## src/rtl/tex_coord_cond.sv

```systemverilog
module tex_coord_cond #(
  parameter int CW   = 16,
  parameter int FW   = 5,
  parameter int BW   = 12,
  parameter int BFW  = 2,
  parameter int OW   = 10,
  parameter int MAXM = 10
) (
  input  logic          clk,
  input  logic          rst_n,
  input  logic          in_valid,
  input  logic [CW-1:0] coord_in,
  input  logic [3:0]    shift_code,
  input  logic [3:0]    mask,
  input  logic          mirror_en,
  input  logic          clamp_en,
  input  logic [BW-1:0] lo_bound,
  input  logic [BW-1:0] hi_bound,
  output logic          out_valid,
  output logic [OW-1:0] texel_out,
  output logic [FW-1:0] frac_out
);
  localparam int LSH = 5;
  localparam int SW  = CW + LSH;
  localparam int LOW = BW - BFW;
  localparam int PAD = SW - BW - (FW - BFW);

  logic signed [SW-1:0] ext, shifted;
  logic [3:0]           m_sat;

  assign ext   = {{LSH{coord_in[CW-1]}}, coord_in};
  assign m_sat = (mask > 4'(MAXM)) ? 4'(MAXM) : mask;

  always_comb begin
    if (shift_code == 4'd0)
      shifted = ext;
    else if (shift_code <= 4'd10)
      shifted = ext >>> shift_code;
    else
      shifted = ext <<< (5'd16 - {1'b0, shift_code});
  end

  logic                 s1_v, s1_mir, s1_clp;
  logic signed [SW-1:0] s1_c;
  logic [3:0]           s1_m;
  logic [BW-1:0]        s1_lo, s1_hi;

  always_ff @(posedge clk or negedge rst_n) begin
    if (!rst_n) s1_v <= 1'b0;
    else        s1_v <= in_valid;
  end

  always_ff @(posedge clk) begin
    s1_c   <= shifted;
    s1_m   <= m_sat;
    s1_mir <= mirror_en;
    s1_clp <= clamp_en;
    s1_lo  <= lo_bound;
    s1_hi  <= hi_bound;
  end

  logic signed [SW-1:0] lo_f, hi_f;
  logic                 do_clamp, below, above, flip;
  logic [OW+FW:0]       cl;
  logic [OW:0]          rel;
  logic [OW-1:0]        wmask, idx;

  assign lo_f     = $signed({{PAD{1'b0}}, s1_lo, {(FW-BFW){1'b0}}});
  assign hi_f     = $signed({{PAD{1'b0}}, s1_hi, {(FW-BFW){1'b0}}});
  assign do_clamp = (s1_m == 4'd0) || s1_clp;
  assign below    = do_clamp && (s1_c < lo_f);
  assign above    = do_clamp && (s1_c > hi_f);
  assign cl       = below ? lo_f[OW+FW:0] : above ? hi_f[OW+FW:0] : s1_c[OW+FW:0];
  assign rel      = cl[OW+FW:FW] - {{(OW+1-LOW){1'b0}}, s1_lo[BW-1:BFW]};
  assign wmask    = (OW'(1) << s1_m) - OW'(1);
  assign flip     = s1_mir && (s1_m != 4'd0) && rel[s1_m];
  assign idx      = (s1_m == 4'd0) ? rel[OW-1:0]
                  : flip ? (~rel[OW-1:0] & wmask) : (rel[OW-1:0] & wmask);

  always_ff @(posedge clk or negedge rst_n) begin
    if (!rst_n) out_valid <= 1'b0;
    else        out_valid <= s1_v;
  end

  always_ff @(posedge clk) begin
    texel_out <= idx;
    frac_out  <= cl[FW-1:0];
  end

  AST_S1_FOLLOWS:  assert property (@(posedge clk) disable iff (!rst_n) in_valid |=> s1_v);
  AST_S1_IDLE:     assert property (@(posedge clk) disable iff (!rst_n) !in_valid |=> !s1_v);
  AST_OUT_FOLLOWS: assert property (@(posedge clk) disable iff (!rst_n) s1_v |=> out_valid);
  AST_OUT_IDLE:    assert property (@(posedge clk) disable iff (!rst_n) !s1_v |=> !out_valid);
  AST_WRAP_RANGE:  assert property (@(posedge clk) disable iff (!rst_n)
    s1_v && s1_m != 4'd0 |=> {1'b0, texel_out} < ((OW+1)'(1) << $past(s1_m)));
  AST_CLAMP_SPAN:  assert property (@(posedge clk) disable iff (!rst_n)
    s1_v && s1_m == 4'd0 && s1_lo <= s1_hi |=>
      texel_out <= OW'($past(s1_hi[BW-1:BFW]) - $past(s1_lo[BW-1:BFW])));
endmodule

```

## config.mk

```make
export PLATFORM = sky130hd
export DESIGN_NAME = tex_coord_cond
export DESIGN_NICKNAME = d
export VERILOG_FILES = /design/src/rtl/tex_coord_cond.sv
export SDC_FILE = /design/constraint.sdc
export NUM_CORES = 1
export LEC_CHECK = 0
export BUFFER_PORTS_ARGS = -buffer_cell sky130_fd_sc_hd__buf_2
export CAP_MARGIN = 0
export CORE_ASPECT_RATIO = 2
export CORE_MARGIN = 8
export CORE_UTILIZATION = 26
export DETAILED_ROUTE_END_ITERATION = 8
export PLACE_DENSITY = 0.42
export SLEW_MARGIN = 20
export SYNTH_ARGS = -nofsm -noshare
export SYNTH_HDL_FRONTEND = slang
export SYNTH_SLANG_ARGS = --single-unit
```

## constraint.sdc

```tcl
create_clock -name clk -period 5 [get_ports clk]
set_input_delay 0.5 -clock clk [delete_from_list [all_inputs] [get_ports clk]]
set_output_delay 0.5 -clock clk [all_outputs]
set_load 0.02 [all_outputs]
```

; ---- Word-level counts from Yosys, hierarchy flattened
; Cells that the tools add are included.
[totals]
ff_bits = 68
out_inout_bits = 16
[op_classes]
n_addsub = 3
magnitude_cmp = 5
n_shift = 3
n_mux = 8
n_bitwise = 3
reduce_logical = 9
[ops]
columns = operator, count
row1 = $mux 21, 2
row2 = $mux 16, 2
row3 = $gt 21x16->1, 1
row4 = $lt 21x16->1, 1
row5 = $sshl 16x5->21, 1
row6 = $sshr 16x4->21, 1
row7 = $and 10x10->10, 2
row8 = $mux 10, 2
row9 = $sub 11x10->11, 1
row10 = $not 10->10, 1
row11 = $shl 1x4->10 const A, 1
row12 = $sub 10x2->10 const B, 1
row13 = $logic_not 4->1, 2
row14 = $lt 4x5->1 const B, 1
row15 = $sub 5x4->5 const A, 1
row16 = $bmux 1 s4, 1
row17 = $gt 4x4->1 const B, 1
row18 = $le 4x4->1 const B, 1
row19 = $logic_and 1x1->1, 4
row20 = $reduce_bool 4->1, 1
row21 = $reduce_or 2->1, 1
row22 = $logic_or 1x1->1, 1
row23 = $mux 1, 1

; ---- Logic depth before layout (Yosys ltp)
; Gate-level depths: netlist of run 1.
[logic_depth]
word_depth = 11
ltp_mapped = 23
mapped_depth_nobuf = 21

; ---- Worst setup path before layout of run 1
; OpenSTA, ideal clock, no wires.
[synth_timing]
path_kind = register to register
from = reg s1_c[3]
to = reg texel_out[3]
arrival_ns = 4.133
required_time_ns = 4.883
path_slack_ns = 0.749
path_stages_with_launch = 23
path_buffers = 2
period_less_slack_ns = 4.251
cell_sequence = dfxtp_1 inv_1 ha_1 or4bb_1 nor3_1 a211oi_1 o21ai_4 clkbuf_1 nand2_1 o211ai_1 o21ai_0 ha_1 fa_1 nand2b_1 a21oi_1 xor2_1 mux2_2 o32ai_1 a22o_1 a311o_1 buf_6 xor2_1 o21ai_2
[synth_between]
elab_chain_len = 10
elab_cells_between_ends = 15
[synth_lines]
columns = element, line
row1 = "start, declared", 44  ; logic signed [SW-1:0] s1_c;
row2 = "start signal, assigned", 54  ; s1_c <= shifted;
row3 = $gt 21x16->1, 72  ; assign above = do_clamp && (s1_c > hi_f);
row4 = $logic_and 1x1->1, 72
row5 = $mux 16, 73  ; assign cl = below ? lo_f[OW+FW:0] : above ? hi_f[OW+FW:0] : s1_c[OW+FW:0];
row6 = $mux 16 *, 73
row7 = $sub 11x10->11 *, 74  ; assign rel = cl[OW+FW:FW] - {{(OW+1-LOW){1'b0}}, s1_lo[BW-1:BFW]};
row8 = $bmux 1 s4, 76  ; assign flip = s1_mir && (s1_m != 4'd0) && rel[s1_m];
row9 = $mux 1 (implied by the code), 76
row10 = $logic_and 1x1->1, 76
row11 = $mux 10, 78  ; : flip ? (~rel[OW-1:0] & wmask) : (rel[OW-1:0] & wmask);
row12 = $mux 10 *, 77  ; assign idx = (s1_m == 4'd0) ? rel[OW-1:0]
row13 = net idx[3], 66  ; logic [OW-1:0] wmask, idx;
row14 = "end signal, assigned", 86  ; texel_out <= idx;
row15 = "end, declared", 20  ; output logic [OW-1:0] texel_out,
; Mark *: on every way through the listed nets, which the timed path passes. The rest lies on a longest branch. The select of a mux whose other input is x is not followed.
; A chain may end at the register's enable or synchronous reset.

; ---- Worst setup path in the final report of run 1
[layout_timing]
from = reg s1_hi[7]
to = reg texel_out[3]
[layout_between]
elab_chain_len = 10
elab_cells_between_ends = 13
[layout_lines]
columns = element, line
row1 = "start, declared", 46  ; logic [BW-1:0] s1_lo, s1_hi;
row2 = "start signal, assigned", 59  ; s1_hi <= hi_bound;
row3 = $gt 21x16->1, 72
row4 = $logic_and 1x1->1, 72
row5 = $mux 16 * (2 in a row), 73
row6 = $sub 11x10->11 *, 74
row7 = $bmux 1 s4, 76
row8 = $mux 1 (implied by the code), 76
row9 = $logic_and 1x1->1, 76
row10 = $mux 10, 78
row11 = $mux 10 *, 77
row12 = net idx[3], 66
; Marked as above.

==> results.py, run 1 <==
metrics = {
    "worst_setup_path": {
        "startpoint": "s1_hi[7]$_DFF_P_",
        "worstSetupEndpointType": "flop",
        "r2r_cells": 19,
        "cp-endpoint": "texel_out[3]$_DFF_P_",
        "cp-start-kind": "flop",
        "rr_startpoint": "s1_hi[7]$_DFF_P_",
        "critPathMaxFanout": 8,
        "worst-endpoint-arrival_ns": 5.00,
        "critical_path_required_ns": 5.27,
        "path_class": "reg -> reg",
        "r2r_end": "texel_out[3]$_DFF_P_",
        "reg2reg_slack_ns": 0.27,
    },
    "synth": {
        "synth_common_cells": "dfxtp_1 (66), o21ai_0 (62), nor2_1 (57)",
        "ys_warn_count": 0,
        "synth_top_cell_area_share_pct": 28.2,
        "synth_seq_area_share_pct": 29.3,
        "synthArstFlopShare_pct": 2.94,
        "syn_inst": 581,
        "netlist_area_mm2": 0.00468,
        "avgSynthCellArea_um2": 8.05,
        "synth_top_cell_by_area": "dfxtp_1",
        "synth_edf_count": 0,
        "synth-main-ff-cell": "dfxtp_1",
        "synth_cell_types": 68,
        "synth_nets": 671,
        "synthMostInstantiatedCell": "dfxtp_1",
        "synth_seq_cells": 68,
        "yosys-top-cells-area": "dfxtp_1 (28%), ha_1 (9.6%), o21ai_0 (6.6%), nor2_1 (4.6%), a21oi_1 (4.4%)",
    },
    "drt": {
        "vias_per_cell": 5.10,
        "dr.pass1.iters": 4,
        "route.detailed.drc": 0,
        "wl_mm": 15.1,
        "avgRoutedWirePerCell_um": 17.6,
        "drt-initial-drc-count": 153,
        "ant_nets": 0,
        "num_vias": 4378,
    },
    "sta": {
        "rsz0062_at_grt": "false",
        "tightest_slew_ns": 0.927,
        "slew_violations": 0,
        "final.min_clock_period_ns": 4.73,
        "setup_tns_ns": 0,
        "finalCritPeriodShare_pct": 94.7,
        "fin_skew_ns": 0.00547,
        "slew_headroom_pct": 37.8,
        "setup_viol": 0,
        "max_freq_ghz": 0.211,
        "setup_ws_ns": 0.267,
        "final-hold-violation-count": 0,
    },
    "power": {
        "power.density_mw_per_mm2": 373,
        "swShare_pct": 33.9,
        "p_switching_uw": 708,
        "intPower_mw": 1.38,
        "pwr-share-comb_pct": 35.2,
        "power_frac_seq_pct": 31.5,
        "leakagePower_nw": 2.45,
        "p_clk_share_pct": 33.2,
        "peakVddDrop_v": 0.000191,
    },
    "hold_path": {
        "holdCritPathClass": "in -> reg",
    },
    "place": {
        "routabilityCongestion": 0.858,
        "dp_hpwl_mm": 12.4,
        "portBuffers": 68,
        "place_inst": 840,
        "dp_slack_ns": 0.0652,
    },
    "global_route": {
        "grt_pass1_vias": 4610,
        "grt_overflow": 0,
        "grtUsageTotal_pct": 13.0,
        "antenna_found_initial": 0,
        "grt_pass1_wl_mm": 23.4,
        "grt_max_degree": 43,
    },
    "finish": {
        "seq_area_mm2": 0.00137,
        "fillers": 1877,
        "layout.cells.non_filler": 859,
        "layout-drive-gt1-share_pct": 19.5,
        "multi_input_area_mm2": 0.00307,
        "nNetsFinal": 731,
        "diodes": 0,
        "area_delta_synth_final_pct": 19.7,
    },
    "clocking": {
        "root_buffer": "clkbuf_16",
        "cts_tree": "built",
        "clk_pin_slew_worst_paths_ns": 0.06,
        "cts_buffer_depth": 2,
        "cts_buffers": 9,
        "clk_latency_ns": 0.34,
        "cts_max_level": 3,
        "numClockSinks": 68,
    },
    "die": {
        "num_rows": 69,
        "die_w_um": 111,
        "core_area_mm2": 0.0177,
        "die_h_um": 206,
        "start_util_pct": 26.4,
        "ios": 69,
        "die-area_mm2": 0.0228,
    },
    "run": {
        "max-cap-violations": 0,
    },
    "status": {
        "status": "completed",
    },
}
[flip-flops by register name (all words and copies together), names as in the netlist]
signal	cells
out_valid	1
s1_c	21
texel_out	10
s1_m	4
s1_v	1
frac_out	5
s1_hi	12
s1_lo	12
s1_clp	1
s1_mir	1
[power groups by stage]
stage | Clock (mW) | Combinational [mW] | Sequential (mW)
global placement | 0 | 0.726 | 0.671
floorplan | 0 | 0.468 | 0.719
finish | 0.694 | 0.735 | 0.658
global route | 0.736 | 0.825 | 0.668
detailed placement | 0 | 0.733 | 0.671
CTS | 0.719 | 0.736 | 0.660
[cells by family (layout without fill, tap and decap cells)]
kind of cell / Yosys count / in the layout / synth area share, %
buf+inv: 63 / 127 / 5.32
simple gates: 184 / 184 / 19.7
mux: 33 / 33 / 8.69
flops: 68 / 68 / 29.3
fa+ha+maj: 37 / 37 / 10.1
xor+xnor: 17 / 17 / 3.18
compound gates: 179 / 180 / 23.7
[critical path, cell delays in order (launching register included)]
cell      delay (ns)
dfxtp_1         0.31
inv_1           0.06
ha_1            0.29
a21o_1          0.18
a211oi_1        0.31
o211ai_1        0.32
o21ai_4         0.28
buf_4           0.19
o21ai_0         0.14
nand2_1         0.10
o21ai_0         0.08
ha_1            0.38
a21oi_1         0.31
nand3_1         0.23
nor4b_1         0.36
a211oi_1        0.15
a22o_1          0.22
a311o_2         0.43
xor2_1          0.19
o21ai_2         0.12
[layout make-up]
type | instances | area share (%)
multi-input cells | 451 | 54.9
flip-flops and latches | 68 | 24.5
repair buffers | 81 | 7.87
well taps | 213 | 4.76
clock buffers | 10 | 4.27
inverters | 30 | 2.01
clock inverters | 6 | 1.70
[how the worst min path moves through the flow]
| stage | from | endpoint | slack [ns] | cells past startpoint |
|---|---|---|---|---|
| global placement | rst_n | out_valid$_DFF_PN0_ | 0.28 | 1 |
| global route | hi_bound[0] | s1_hi[0]$_DFF_P_ | 0.24 | 1 |
| CTS | hi_bound[2] | s1_hi[2]$_DFF_P_ | 0.25 | 1 |
| finish | hi_bound[2] | s1_hi[2]$_DFF_P_ | 0.26 | 1 |
| floorplan | rst_n | out_valid$_DFF_PN0_ | 0.20 | 0 |
| detailed placement | rst_n | s1_v$_DFF_PN0_ | 0.29 | 1 |
[metal layers]
layer	global-route usage (%)	share of wire, %	vias up
li1	-	-	2205
met1	10.9	33	1997
met2	26.5	58	131
met3	1.84	3.1	45
met4	10.2	6.3	0
met5	0	0	-
[per-stage QoR]
stage                     hold WS (ns)  util, %  total power [mW]  cell area, um^2
after floorplan                  0.204        -              1.19             4680
after global placement           0.284     29.6              1.40             5230
after detailed placement         0.287     29.6              1.40             5230
after CTS                        0.245     31.5              2.11             5580
after global routing             0.245     31.6              2.23             5600
final                            0.259     31.6              2.09             5600
[what timing repair did]
action                                 4_1_cts  5_1_grt
hold buffers                                 1        0
setup endpoints to repair                    0       10
gates resized for setup                      0        3
endpoints found under the hold margin        2        0
buffers inserted                             0        1
[placed cells by master, fill, tap and decap left out, types with 9 or more instances in the layout]
cell type,n
buf_2,68
dfxtp_1,66
o21ai_0,62
nor2_1,57
nand2_1,53
a21oi_1,41
ha_1,36
inv_1,29
nand2b_1,20
mux2i_1,17
o22ai_1,14
buf_4,12
xor2_1,11
mux2_2,11
o211ai_1,10
nor3_1,9
clkbuf_16,9
Power figures use the tool's default switching activity.
==> run 2: changes to the inputs <==
--- a/config.mk
+++ b/config.mk
@@ -9,9 +9,10 @@
 export CAP_MARGIN = 0
 export CORE_ASPECT_RATIO = 2
 export CORE_MARGIN = 8
-export CORE_UTILIZATION = 26
+export CORE_UTILIZATION = 30
 export DETAILED_ROUTE_END_ITERATION = 8
-export PLACE_DENSITY = 0.42
+export PLACE_DENSITY = 0.46
+export RECOVER_POWER = 25
 export SLEW_MARGIN = 20
 export SYNTH_ARGS = -nofsm -noshare
 export SYNTH_HDL_FRONTEND = slang
==> run 2 against run 1 <==
Effect of this change:
- combinational power grew 1%
- sequential share of layout area is 0.22 points higher
- clock-buffer cell count did not move
- clock skew about the same
- sequential power is essentially flat
- fmax increased by 0.60%
- clock power decreased by 8.5%
- final cell count decreased by 1.7%
- register-to-register slack improved by 0.03 ns
- die area fell by 12%
==> results.py, run 2 (same netlist as run 1, synthesis figures left out) <==
metrics = {
    "place": {
        "dp_hpwl_mm": 12.1,
        "place_area_mm2": 0.00523,
        "routabilityCongestion": 0.882,
        "place_inst": 827,
        "portBuffers": 68,
    },
    "worst_setup_path": {
        "reg2reg_slack_ns": 0.30,
        "critPathMaxFanout": 23,
        "r2r_cells": 20,
        "worstSetupEndpointType": "flop",
        "cp-start-kind": "flop",
        "critical_path_required_ns": 5.22,
        "cpMaxStageDelayCell": "or4bb_1",
        "path_class": "reg -> reg",
        "rr_startpoint": "s1_c[3]$_DFF_P_",
        "path_buf_inv": 1,
        "path_cells": "inv_1 -> ha_1 -> or4bb_1 -> nor3_1 -> a211oi_1 -> o21ai_4 -> nand2_1 -> o211ai_1 -> o21ai_0 -> ha_1 -> fa_1 -> nand2b_1 -> a21oi_1 -> xor2_1 -> mux2_2 -> o32ai_1 -> a22o_1 -> a311o_2 -> xor2_1 -> o21ai_2",
        "path_delay_family": "compound AO/OA/AOI/OAI gates",
        "slowest_delay_ns": 0.49,
        "r2r_end": "texel_out[3]$_DFF_P_",
        "worst-endpoint-arrival_ns": 4.92,
    },
    "drt": {
        "dr.pass1.iters": 4,
        "vias_per_cell": 5.23,
        "wl_mm": 14.6,
        "drt-initial-drc-count": 144,
        "num_vias": 4412,
        "avgRoutedWirePerCell_um": 17.2,
        "ant_nets": 0,
        "route.detailed.drc": 0,
    },
    "run": {
        "max-cap-violations": 0,
    },
    "finish": {
        "diodes": 0,
        "top_regs": "s1_c: 21 flops, s1_hi: 12 flops, s1_lo: 12 flops",
        "area_delta_synth_final_pct": 18.6,
        "mostFrequentLayoutCells": "buf_2 (68), dfxtp_1 (66), o21ai_0 (62)",
        "largest_register_ffs": 21,
        "nNetsFinal": 731,
        "final_common_cell": "buf_2",
        "layout.cells.non_filler": 844,
        "layout-drive-gt1-share_pct": 19.5,
        "fillers": 1659,
        "top_register": "s1_c",
        "final_area_mm2": 0.00555,
    },
    "power": {
        "power.density_mw_per_mm2": 367,
        "leakagePower_nw": 2.43,
        "total_power_mw": 2.04,
        "peakVddDrop_v": 0.000161,
    },
    "hold_path": {
        "holdCritPathClass": "in -> reg",
        "hold-path-endpoint": "s1_hi[6]$_DFF_P_",
        "whs_path_depth": 1,
        "hold_path.startpoint": "hi_bound[6]",
    },
    "clocking": {
        "clk_latency_ns": 0.33,
        "clk_pin_slew_worst_paths_ns": 0.06,
        "root_buffer": "clkbuf_16",
        "cts_max_level": 3,
        "numClockSinks": 68,
        "cts_buffers": 9,
        "cts_buffer_depth": 2,
        "cts_tree": "built",
        "cts_setup_buffers": 0,
    },
    "sta": {
        "hold_ws_ns": 0.266,
        "final.min_clock_period_ns": 4.70,
        "fin_skew_ns": 0.00576,
        "slew_headroom_pct": 36.3,
        "final-hold-violation-count": 0,
        "tightest_slew_ns": 0.949,
        "setup_tns_ns": 0,
        "rsz0062_at_grt": "false",
        "setup_viol": 0,
        "finalCritPeriodShare_pct": 94.1,
        "max_freq_ghz": 0.213,
        "slew_violations": 0,
    },
    "global_route": {
        "grt_max_degree": 43,
        "grt_pass1_vias": 4666,
        "antenna_found_initial": 0,
        "grt_overflow": 0,
        "grt_pass1_wl_mm": 22.7,
        "grtUsageTotal_pct": 14.3,
    },
    "die": {
        "die_w_um": 104,
        "core_area_mm2": 0.0153,
        "num_rows": 64,
        "start_util_pct": 30.6,
        "ios": 69,
        "die-area_mm2": 0.0201,
        "die_h_um": 193,
    },
    "status": {
        "status": "completed",
    },
}
[run 2: power by group]
part / leakage [nW] / internal (mW) / switching [mW]
combinational: 1.71 / 0.308 / 0.435
clock: 0.140 / 0.390 / 0.245
sequential: 0.579 / 0.624 / 0.0334
total: 2.43 / 1.32 / 0.714
[run 2: metrics by stage]
stage	worst slack [ns]	utilization [%]
3_3_place_gp	0.242	34.2
5_1_grt	0.0178	36.3
6_report	0.295	36.3
3_5_place_dp	0.0558	34.2
4_1_cts	0.0382	36.2
2_1_floorplan	0.749	-
[run 2: worst max-delay path by stage]
stage | depth (start not counted) | endpoint | startpoint | slack [ns]
after floorplan | 22 | texel_out[3]$_DFF_P_ | s1_c[3]$_DFF_P_ | 0.75
after global placement | 20 | texel_out[3]$_DFF_P_ | s1_c[3]$_DFF_P_ | 0.24
after detailed placement | 20 | texel_out[3]$_DFF_P_ | s1_c[3]$_DFF_P_ | 0.06
after CTS | 20 | texel_out[3]$_DFF_P_ | s1_c[3]$_DFF_P_ | 0.04
after global routing | 20 | texel_out[2]$_DFF_P_ | s1_c[3]$_DFF_P_ | 0.02
final | 20 | texel_out[3]$_DFF_P_ | s1_c[3]$_DFF_P_ | 0.30
[run 2: per-layer routing]
layer,GRT usage (%),up-vias,share of wire (%)
met5,0,-,0
met4,9.37,0,4.9
met3,2.07,37,2.5
met2,30.8,96,60
met1,11.1,2066,33
li1,-,2213,-
[run 2: worst register-to-register path, delay by kind of cell, from the launching register on]
kind / cells / cell delay (ns)
mux: 1 / 0.19
fa+ha+maj: 3 / 0.88
buf+inv: 1 / 0.05
xor+xnor: 2 / 0.42
simple gates: 4 / 1.07
flops: 1 / 0.36
compound gates: 9 / 1.61
[run 2: what timing repair did]
item | in CTS | in global routing
endpoints found under the setup margin | 0 | 8
endpoints found under the hold margin | 2 | 0
resized for setup | 0 | 3
hold buffers | 1 | 0
[run 2: layout make-up]
| class | instances | area, um^2 | share of cell area (%) |
|---|---|---|---|
| repair buffers | 82 | 448 | 8.07 |
| clock inverters | 6 | 71.3 | 1.29 |
| inverters | 30 | 113 | 2.03 |
| well taps | 198 | 248 | 4.46 |
| clock buffers | 10 | 229 | 4.13 |
| flip-flops and latches | 68 | 1370 | 24.7 |
| multi-input cells | 450 | 3070 | 55.3 |
==> run 3: changes to the inputs <==
--- a/config.mk
+++ b/config.mk
@@ -9,9 +9,10 @@
 export CAP_MARGIN = 0
 export CORE_ASPECT_RATIO = 2
 export CORE_MARGIN = 8
-export CORE_UTILIZATION = 30
+export CORE_UTILIZATION = 39
+export CTS_BUF_LIST = sky130_fd_sc_hd__clkbuf_8
 export DETAILED_ROUTE_END_ITERATION = 8
-export PLACE_DENSITY = 0.46
+export PLACE_DENSITY = 0.57
 export RECOVER_POWER = 25
 export SLEW_MARGIN = 20
 export SYNTH_ARGS = -nofsm -noshare
==> run 3 against run 2 <==
Effect of this change:
- core utilization grew 10 points
- via count grew 1.2%
- register-to-register slack lost 0.04 ns
- clock-buffer cell count shrank 1
- final cell count shrank 6.2%
- fmax shrank 0.76%
- routed wire length grew 1.8%
- critical path depth is the same
- clock power shrank 6.9%
- power shrank 1.8%
- sequential cell count is the same
==> results.py, run 3 (same netlist as run 1, synthesis figures left out) <==
metrics = {
    "clocking": {
        "clk_latency_ns": 0.35,
        "root_buffer": "clkbuf_8",
        "cts_buffer_depth": 2,
        "cts_buffers": 9,
        "numClockSinks": 68,
        "cts_tree": "built",
        "cts_max_level": 3,
        "clk_pin_slew_worst_paths_ns": 0.08,
    },
    "drt": {
        "route.met2.wl_mm": 8.68,
        "drt-initial-drc-count": 197,
        "wl_met1_mm": 4.63,
        "num_vias": 4467,
        "avgRoutedWirePerCell_um": 18.7,
        "dr.pass1.iters": 5,
        "vias_per_cell": 5.64,
        "route.detailed.drc": 0,
        "routed.top_layer": "met4",
        "ant_nets": 0,
        "wl_mm": 14.8,
        "dr_wl_met3_um": 564,
    },
    "worst_setup_path": {
        "worst-endpoint-arrival_ns": 4.98,
        "cp-start-kind": "flop",
        "reg2reg_slack_ns": 0.26,
        "path_delay_family": "compound AO/OA/AOI/OAI gates",
        "path_class": "reg -> reg",
        "slowest_delay_ns": 0.49,
        "path_buf_inv": 1,
        "worstSetupEndpointType": "flop",
        "path_cells": "inv_1 -> ha_1 -> or4bb_1 -> nor3_1 -> a211oi_1 -> o21ai_4 -> nand2_1 -> o211ai_1 -> o21ai_0 -> ha_1 -> fa_1 -> nand2b_1 -> a21oi_1 -> o21ai_0 -> a2bb2oi_1 -> o32ai_1 -> a22o_1 -> a311o_2 -> xor2_1 -> nor2_1",
        "cpMaxStageDelayCell": "or4bb_1",
        "critical_path_required_ns": 5.24,
        "critPathMaxFanout": 8,
    },
    "sta": {
        "final-hold-violation-count": 0,
        "max_freq_ghz": 0.211,
        "finalCritPeriodShare_pct": 94.8,
        "tightest_slew_ns": 1.00,
        "slew_headroom_pct": 32.7,
        "setup_ws_ns": 0.259,
        "slew_violations": 0,
        "setup_tns_ns": 0,
        "final.min_clock_period_ns": 4.74,
        "setup_viol": 0,
        "fin_skew_ns": 0.00692,
        "rsz0062_at_grt": "false",
    },
    "hold_path": {
        "holdCritPathClass": "in -> reg",
    },
    "power": {
        "intPower_mw": 1.31,
        "swShare_pct": 34.4,
        "peakVddDrop_v": 0.000199,
        "power_frac_seq_pct": 32.9,
        "pwr-share-comb_pct": 37.5,
        "p_clk_share_pct": 29.5,
        "p_switching_uw": 688,
        "power.density_mw_per_mm2": 367,
        "leakagePower_nw": 2.42,
    },
    "finish": {
        "final_common_cell": "buf_2",
        "diodes": 0,
        "nNetsFinal": 733,
        "layout-drive-gt1-share_pct": 19.5,
        "top_regs": "s1_c: 21 flops, s1_hi: 12 flops, s1_lo: 12 flops",
        "mostFrequentLayoutCells": "buf_2 (68), dfxtp_1 (66), o21ai_0 (62)",
        "largest_register_ffs": 21,
        "top_register": "s1_c",
        "area_delta_synth_final_pct": 16.5,
    },
    "die": {
        "start_util_pct": 40.0,
        "die-area_mm2": 0.0160,
        "die_h_um": 171,
        "core_area_mm2": 0.0117,
        "ios": 69,
        "num_rows": 56,
        "die_w_um": 93.4,
    },
    "status": {
        "status": "completed",
    },
    "place": {
        "routabilityCongestion": 1.01,
        "portBuffers": 68,
        "dp_slack_ns": 0.00178,
        "dp_hpwl_mm": 12.0,
    },
    "global_route": {
        "grtUsageTotal_pct": 18.5,
        "grt_overflow": 0,
        "antenna_found_initial": 0,
        "grt_max_degree": 43,
        "grt_pass1_vias": 4721,
        "grt_pass1_wl_mm": 22.7,
    },
    "run": {
        "max-cap-violations": 0,
    },
}
-- run 3: through the flow --
stage          instance area (um^2)  instances  power, mW  hold slack, ns  utilization (%)
6_report                       5450        792       2.00           0.248             46.6
5_1_grt                        5450        792       2.12           0.216             46.6
4_1_cts                        5420        788       2.01           0.227             46.3
3_5_place_dp                   5150        772       1.41           0.289             44.0
3_3_place_gp                   5150        772       1.40           0.286             44.0
2_1_floorplan                  4680        581       1.19           0.204                -
-- run 3: worst reg2reg max path, delay by kind of cell, from the launching register on --
family,cells,cell delay (ns)
xor gates and xnor gates,1,0.21
AOI/OAI and AO/OA,10,2.01
buffers and inverters,1,0.06
and+or+nand+nor,5,1.09
adders and majority gates,3,0.92
DFF,1,0.36
-- run 3: final timing paths --
kind                                 start                    to  depth (start not counted)
setup / recovery           s1_c[3]$_DFF_P_  texel_out[6]$_DFF_P_                         20
hold / removal                 lo_bound[6]      s1_lo[6]$_DFF_P_                          1
setup reg to reg           s1_c[3]$_DFF_P_  texel_out[6]$_DFF_P_                         20
hold reg to reg             s1_v$_DFF_PN0_   out_valid$_DFF_PN0_                          0
max in group asynchronous            rst_n        s1_v$_DFF_PN0_                          2
min in group asynchronous            rst_n   out_valid$_DFF_PN0_                          2
-- run 3: layout make-up --
type / count / area, um^2
inverters: 30 / 113
clock buffers: 9 / 124
multi-input cells: 451 / 3070
fillers: 1201 / 6250
clock inverters: 6 / 138
repair buffers: 83 / 455
flip-flops and latches: 68 / 1370
well taps: 145 / 181
-- run 3: per-layer routing --
metal / GRT usage, % / vias up
met4: 14.5 / 0
met3: 2.77 / 50
met1: 14.2 / 2051
met5: 0 / -
li1: - / 2217
met2: 37.9 / 149
-- run 3: power groups by stage --
stage | clock [mW] | combinational, mW | sequential [mW]
6_report | 0.591 | 0.751 | 0.658
5_1_grt | 0.633 | 0.823 | 0.667
4_1_cts | 0.606 | 0.747 | 0.659
3_5_place_dp | 0 | 0.743 | 0.672
3_3_place_gp | 0 | 0.728 | 0.669
2_1_floorplan | 0 | 0.468 | 0.719
-- run 3: repair_timing --
action                     in CTS  in global routing
gates resized for setup         1                  1
hold endpoints to repair        2                  0
setup endpoints to repair       4                  8
pin swaps                       0                  1
gates cloned                    0                  1
buffers inserted                0                  3
hold buffers                    1                  0
